===== config.mk =====
export PLATFORM = sky130hd
export DESIGN_NAME = dbg_serial_rx
export DESIGN_NICKNAME = d
export VERILOG_FILES = /design/src/rtl/dbg_serial_rx_pkg.sv /design/src/rtl/dbg_serial_rx_sync.sv /design/src/rtl/dbg_serial_rx_baud.sv /design/src/rtl/dbg_serial_rx_frame.sv /design/src/rtl/dbg_serial_rx.sv
export SDC_FILE = /design/constraint.sdc
export NUM_CORES = 1
export LEC_CHECK = 0
export ABC_AREA = 0
export CORE_MARGIN = 3
export CORE_UTILIZATION = 55
export CTS_BUF_LIST = sky130_fd_sc_hd__clkbuf_16
export CTS_CLUSTER_DIAMETER = 30
export CTS_CLUSTER_SIZE = 8
export DETAILED_ROUTE_END_ITERATION = 7
export DONT_BUFFER_PORTS = 1
export PLACE_DENSITY = 0.71
export RECOVER_POWER = 100
export SLEW_MARGIN = 20
export SYNTH_ARGS = -nofsm -noshare
export SYNTH_HDL_FRONTEND = slang
export SYNTH_SLANG_ARGS = --single-unit

===== constraint.sdc =====
create_clock -name clk -period 4.02 [get_ports clk]
set_input_delay 0 -clock clk [delete_from_list [all_inputs] [get_ports clk]]
set_output_delay 0 -clock clk [all_outputs]
set_load 0.005 [all_outputs]

===== src/rtl/dbg_serial_rx_pkg.sv =====
package dbg_serial_rx_pkg;

    typedef enum logic [1:0] {
        ST_IDLE  = 2'd0,
        ST_START = 2'd1,
        ST_DATA  = 2'd2,
        ST_STOP  = 2'd3
    } rx_state_e;

    typedef struct packed {
        logic valid;
        logic ferr;
    } rx_flags_t;

    // A stop sample at Low means the byte was not framed
    function automatic rx_flags_t stop_result(input logic stop_sample);
        rx_flags_t f;
        f.valid = 1'b1;
        f.ferr  = ~stop_sample;
        return f;
    endfunction

endpackage


===== src/rtl/dbg_serial_rx_sync.sv =====
module dbg_serial_rx_sync #(
    parameter int STAGES = 2
) (
    input  logic clk,
    input  logic rst,
    input  logic rxd,
    output logic line,
    output logic fall
);
    logic [STAGES-1:0] sr_q;
    logic              prev_q;

    generate
        if (STAGES > 1) begin : g_chain
            always_ff @(posedge clk) begin
                if (rst) sr_q <= '1;
                else     sr_q <= {sr_q[STAGES-2:0], rxd};
            end
        end else begin : g_single
            always_ff @(posedge clk) begin
                if (rst) sr_q <= '1;
                else     sr_q <= rxd;
            end
        end
    endgenerate

    always_ff @(posedge clk) begin
        if (rst) prev_q <= 1'b1;
        else     prev_q <= sr_q[STAGES-1];
    end

    assign line = sr_q[STAGES-1];
    assign fall = prev_q & ~sr_q[STAGES-1];
endmodule


===== src/rtl/dbg_serial_rx_baud.sv =====
module dbg_serial_rx_baud #(
    parameter int RELOAD_W   = 16,
    parameter int DBG_W      = 12,
    parameter int STEP       = 8,
    parameter int MIN_RELOAD = 32,
    parameter int RELOAD_RST = 128
) (
    input  logic                clk,
    input  logic                rst,
    input  logic [RELOAD_W-1:0] reload_val,
    input  logic                reload_we,
    input  logic                dbg_mode,
    input  logic                restart,
    input  logic                run,
    output logic                tick
);
    localparam int AW = RELOAD_W + 1;

    logic [RELOAD_W-1:0] reload_q;
    logic [RELOAD_W-1:0] masked;
    logic [RELOAD_W-1:0] eff;
    logic [AW-1:0]       acc_q;
    logic [AW-1:0]       sum;
    logic [AW-1:0]       rem;

    always_ff @(posedge clk) begin
        if (rst)            reload_q <= RELOAD_W'(RELOAD_RST);
        else if (reload_we) reload_q <= reload_val;
    end

    generate
        if (DBG_W < RELOAD_W) begin : g_cut
            assign masked = dbg_mode ? {{(RELOAD_W-DBG_W){1'b0}}, reload_q[DBG_W-1:0]}
                                     : reload_q;
        end else begin : g_full
            assign masked = reload_q;
        end
    endgenerate

    assign eff  = (masked < RELOAD_W'(MIN_RELOAD)) ? RELOAD_W'(MIN_RELOAD) : masked;
    assign sum  = acc_q + AW'(STEP);
    assign rem  = sum - {1'b0, eff};
    assign tick = run && !restart && (sum >= {1'b0, eff});

    always_ff @(posedge clk) begin
        if (rst)          acc_q <= '0;
        else if (restart) acc_q <= {1'b0, eff} >> 1;
        else if (tick)    acc_q <= (rem < AW'(STEP)) ? rem : '0;
        else if (run)     acc_q <= sum;
    end


    tick_gap_chk: assert property (@(posedge clk) disable iff (rst)
        tick |=> !tick)
        else $error("bit ticks on consecutive clocks");
endmodule


===== src/rtl/dbg_serial_rx_frame.sv =====
module dbg_serial_rx_frame
    import dbg_serial_rx_pkg::*;
#(
    parameter int DATA_BITS = 8
) (
    input  logic                 clk,
    input  logic                 rst,
    input  logic                 line,
    input  logic                 fall,
    input  logic                 tick,
    output logic                 restart,
    output logic                 run,
    output logic [DATA_BITS-1:0] rx_byte,
    output logic                 rx_valid,
    output logic                 frame_err
);
    localparam int CW = $clog2(DATA_BITS + 1);

    rx_state_e            state_q;
    logic [CW-1:0]        cnt_q;
    logic [DATA_BITS-1:0] shreg_q;
    rx_flags_t            flags_q;

    assign restart = (state_q == ST_IDLE) && fall;
    assign run     = (state_q != ST_IDLE);

    always_ff @(posedge clk) begin
        if (rst) begin
            state_q <= ST_IDLE;
            cnt_q   <= '0;
            shreg_q <= '0;
            rx_byte <= '0;
            flags_q <= '0;
        end else begin
            flags_q <= '0;
            case (state_q)
                ST_IDLE: if (fall) state_q <= ST_START;
                ST_START: if (tick) begin
                    cnt_q   <= '0;
                    state_q <= line ? ST_IDLE : ST_DATA;
                end
                ST_DATA: if (tick) begin
                    shreg_q <= {line, shreg_q[DATA_BITS-1:1]};
                    cnt_q   <= cnt_q + 1'b1;
                    if (cnt_q == CW'(DATA_BITS - 1)) state_q <= ST_STOP;
                end
                ST_STOP: if (tick) begin
                    rx_byte <= shreg_q;
                    flags_q <= stop_result(line);
                    state_q <= ST_IDLE;
                end
                default: state_q <= ST_IDLE;
            endcase
        end
    end

    assign rx_valid  = flags_q.valid;
    assign frame_err = flags_q.ferr;


    valid_pulse_chk: assert property (@(posedge clk) disable iff (rst)
        rx_valid |=> !rx_valid)
        else $error("valid strobe longer than one clock");

    ferr_with_valid_chk: assert property (@(posedge clk) disable iff (rst)
        frame_err |-> rx_valid)
        else $error("framing error without valid strobe");

    glitch_drop_chk: assert property (@(posedge clk) disable iff (rst)
        (state_q == ST_START && tick && line) |=> (state_q == ST_IDLE && !rx_valid))
        else $error("glitch start not dropped");

    rearm_chk: assert property (@(posedge clk) disable iff (rst)
        (state_q == ST_STOP && tick) |=> (state_q == ST_IDLE && rx_valid))
        else $error("no re-arm after mid-stop sample");
endmodule


===== src/rtl/dbg_serial_rx.sv =====
module dbg_serial_rx #(
    parameter int RELOAD_W   = 16,
    parameter int DBG_W      = 12,
    parameter int DATA_BITS  = 8,
    parameter int MIN_RELOAD = 32,
    parameter int RELOAD_RST = 128,
    parameter int SYNC_STAGES = 2
) (
    input  logic                 clk,
    input  logic                 rst,
    input  logic                 rxd,
    input  logic [RELOAD_W-1:0]  reload_val,
    input  logic                 reload_we,
    input  logic                 dbg_mode,
    output logic [DATA_BITS-1:0] rx_byte,
    output logic                 rx_valid,
    output logic                 frame_err
);
    logic line, fall, tick, restart, run;

    dbg_serial_rx_sync #(.STAGES(SYNC_STAGES)) u_sync (
        .clk(clk), .rst(rst), .rxd(rxd), .line(line), .fall(fall)
    );

    dbg_serial_rx_baud #(
        .RELOAD_W(RELOAD_W), .DBG_W(DBG_W), .STEP(DATA_BITS),
        .MIN_RELOAD(MIN_RELOAD), .RELOAD_RST(RELOAD_RST)
    ) u_baud (
        .clk(clk), .rst(rst), .reload_val(reload_val), .reload_we(reload_we),
        .dbg_mode(dbg_mode), .restart(restart), .run(run), .tick(tick)
    );

    dbg_serial_rx_frame #(.DATA_BITS(DATA_BITS)) u_frame (
        .clk(clk), .rst(rst), .line(line), .fall(fall), .tick(tick),
        .restart(restart), .run(run), .rx_byte(rx_byte),
        .rx_valid(rx_valid), .frame_err(frame_err)
    );
endmodule


==> results.sh <==
export IMPL_htree_levels=3
export IMPL_critPathArrivalTime_ns=4.09
export IMPL_ys_types=69
export IMPL_die_y_um=89.9
export IMPL_path_class="flip-flop to flip-flop"
export IMPL_ys_warn_count=0
export IMPL_violations="negative hold slack"
export IMPL_clkSinkCount=60
export IMPL_antenna_found_initial=0
export IMPL_startpoint_type="flip-flop"
export IMPL_synthTopCellsByCount="nor2_1, dfxtp_1, nand2_1, a21oi_1, mux2i_1"
export IMPL_p_comb_frac=0.189
export IMPL_cts_buffers=9
export IMPL_fin_area_um2=4590
export IMPL_period_share=0.963
export IMPL_pre_cts_slack_ns=0.343
export IMPL_synthArstFlopShare=0
export IMPL_fmax_ghz=0.258
export IMPL_area_delta_synth_final_pct=18.7
export IMPL_crit_chain="ha_1, and3_1, and3_1, and3_1, xor2_1, ha_1, and4_1, and3_1, o211ai_2, a31oi_4, nor3_4, buf_6, a21oi_1, nor2_1, dlygate4sd3_1"
export IMPL_coreArea_um2=6570
export IMPL_io_buffers=0
export IMPL_grt_overflow=0
export IMPL_cts_tree="done"
export IMPL_worstMarginPinSlew_ns=0.982
export IMPL_hold_slack_ns=-0.00513
export IMPL_dp_hpwl_um=6950
export IMPL_crit_path_end_kind="flip-flop"
export IMPL_drc=0
export IMPL_yosysTopAreaCellShare=0.310
export IMPL_synthTopCellsByArea="dfxtp_1, mux2i_1, nor2_1"
export IMPL_finalWirelength_um=11000
export IMPL_cp_max_fo=11
export IMPL_synth_ff_type="dfxtp_1"
export IMPL_yosys_area_share_simple=0.270
export IMPL_critical_path_top_delay_family="simple AND/OR/NAND/NOR gates"
export IMPL_synth_cells=488
export IMPL_cts_root_buf="clkbuf_16"
export IMPL_die_width_um=89.9
export IMPL_grt_max_degree=59
export IMPL_initial_core_util=0.589
export IMPL_yosys_area_top_type="dfxtp_1"
export IMPL_drive_gt1_frac=0.0846
export IMPL_hold_path_class="input port to flip-flop"
export IMPL_final_cells=613
export IMPL_slew_headroom=0.344
export IMPL_layout_setup_ws_ns=0.150
export IMPL_p_seq_frac=0.362
export IMPL_fin_crit_ns=3.87
export IMPL_grt_pass1_vias=3585
export IMPL_power_report_internal_total_w=0.00123
export IMPL_grt_pass1_wl_um=17700
export IMPL_die_area_um2=8080
export IMPL_drv_cap=0
export IMPL_pwr_density_cell_nw_per_um2=377
export IMPL_drtIter0Drc=308
export IMPL_muxShareOfSynthArea=0.0857
export IMPL_nets=555
export IMPL_finalClockSkew_ns=0.00861
export IMPL_finalSetupTns_ns=0
export IMPL_placed_cell_area_um2=3910
export IMPL_slew_viol_final=0
export IMPL_wl_per_cell_um=17.9
export IMPL_dp_cells=562
export IMPL_io_pins=31
export IMPL_clk_path_buf_depth=2
export IMPL_syn_nets=528
export IMPL_finalSetupViolCount=0
export IMPL_num_fill_cells=497
export IMPL_cpMostUsedCell="and3_1"
export IMPL_grt_use_total=0.266
export IMPL_vias=3797
export IMPL_finalHoldViolCount=1
export IMPL_netlist_area_um2=3870
export IMPL_rsz0062_at_grt="true"
export IMPL_crit_buf_inv=2
export IMPL_synth_top_family_by_area="simple AND/OR/NAND/NOR gates"
export IMPL_swShare=0.288
export IMPL_slowest_stage="dlygate4sd3_1"
export IMPL_p_clk_frac=0.448
export IMPL_ant_nets=0
export IMPL_synth_xor_area_frac=0.0272
export IMPL_ir_worst_vdd_mv=0.386
export IMPL_gp_congestion=0.971
export IMPL_vias_per_cell=6.19
export IMPL_synth_edf_count=0
export IMPL_rows=29
export IMPL_diodes=0
export IMPL_clkLatencyLatePin_ns=0.33
export IMPL_p_switching_w=0.000499
export IMPL_syn_area_per_cell_um2=7.93
export IMPL_ys_seq_area_frac=0.310
export IMPL_dr_pass1_iters=5
export IMPL_yosys_area_share_adder=0.0634
export IMPL_ys_ff_latch=60
export IMPL_clkTransAtPathRegs_ns=0.06
export IMPL_synth_compound_area_share=0.197
export IMPL_status="finished with violations"
export IMPL_yosysMostFrequentCell="nor2_1"
export IMPL_power_w=0.00173
export IMPL_crit_required_ns=4.24
export IMPL_slowest_delay_ns=0.55
export IMPL_leakagePower_nw=1.97
stage by stage:
stage / util / hold WS, ns
detailed placement: 0.595 / 0.0762
finish: 0.700 / -0.00513
global placement: 0.595 / 0.0767
global route: 0.700 / 0.0206
floorplan: - / 0.104
CTS: 0.695 / 0.0000744
worst reg2reg max path: cells and delay by family (launching register included):
| family | cells | cell delay (ns) |
|---|---|---|
| simple gates | 7 | 1.23 |
| buf+inv | 2 | 0.74 |
| compound gates | 3 | 0.62 |
| flops | 1 | 0.34 |
| fa+ha+maj | 2 | 0.66 |
| xor+xnor | 1 | 0.17 |
final cells by class:
cell class                      count  area [µm²]  area share
Clock buffer                        9         225      0.0490
Multi-Input combinational cell    388        2510       0.547
Timing Repair Buffer               40         402      0.0874
Clock inverter                      7        75.1      0.0163
Inverter                           16        60.1      0.0131
Sequential cell                    60        1200       0.261
Tap cell                           93         116      0.0253
layout by cell type, fill, tap and decap left out, drive strengths merged, types with 7 or more instances in the layout:
cell type    netlist  layout
nor2              73      73
dfxtp             60      60
nand2             43      43
a21oi             38      38
dlygate4sd3        0      34
mux2i             32      32
o21ai             28      28
ha                18      18
inv               16      18
nand3             14      14
nand4             10      10
nand2b             9       9
clkbuf            15       9
and2               8       8
and3               8       8
nor3               8       8
a31oi              8       8
xor2               7       7
o211ai             7       7
repair_timing:
item | 4_1_cts | 5_1_grt
hold endpoints to repair | 60 | 0
setup buffers | 0 | 0
hold buffers | 35 | 0
resized for setup | 0 | 6
endpoints found under the setup margin | 0 | 4
logic make-up after synthesis:
family                     after synthesis
AOI/OAI and AO/OA                      117
xor gates and xnor gates                12
adders and majority gates               19
buffers and inverters                   40
DFF                                     60
muxes                                   33
and+or+nand+nor                        207
power groups by stage:
stage | clock network (W) | registers, W | logic, W
2_1_floorplan | 0 | 0.000632 | 0.000230
3_3_place_gp | 0 | 0.000637 | 0.000266
3_5_place_dp | 0 | 0.000638 | 0.000266
4_1_cts | 0.000773 | 0.000625 | 0.000311
5_1_grt | 0.000799 | 0.000629 | 0.000360
6_report | 0.000777 | 0.000628 | 0.000328
worst paths after layout:
kind | slack (ns) | end | startpoint | cells past startpoint
min | -0.005 | u_baud.reload_q[1] | rst | 2
min reg2reg | 0.41 | u_sync.sr_q[1] | u_sync.sr_q[0] | 1
max | 0.15 | u_baud.acc_q[6] | u_baud.acc_q[3] | 15
max reg2reg | 0.15 | u_baud.acc_q[6] | u_baud.acc_q[3] | 15
state kept, by name (all words and copies together), names as in the netlist, named ones only:
| name | count |
|---|---|
| u_baud.reload_q | 16 |
| u_sync.sr_q | 2 |
| u_frame.rx_byte | 8 |
| u_frame.state_q | 1 |
| u_frame.rx_valid | 1 |
| u_frame.shreg_q | 8 |
| u_frame.cnt_q | 4 |
| u_frame.frame_err | 1 |
| u_baud.acc_q | 17 |
| u_sync.prev_q | 1 |
routing by layer:
metal | GRT usage | routed length (µm) | share of wire
met5 | 0 | 0 | 0
met3 | 0.0417 | 709 | 0.065
met1 | 0.348 | 4800 | 0.44
met2 | 0.439 | 5190 | 0.47
met4 | 0.108 | 261 | 0.024
Power figures use the tool's default switching activity.
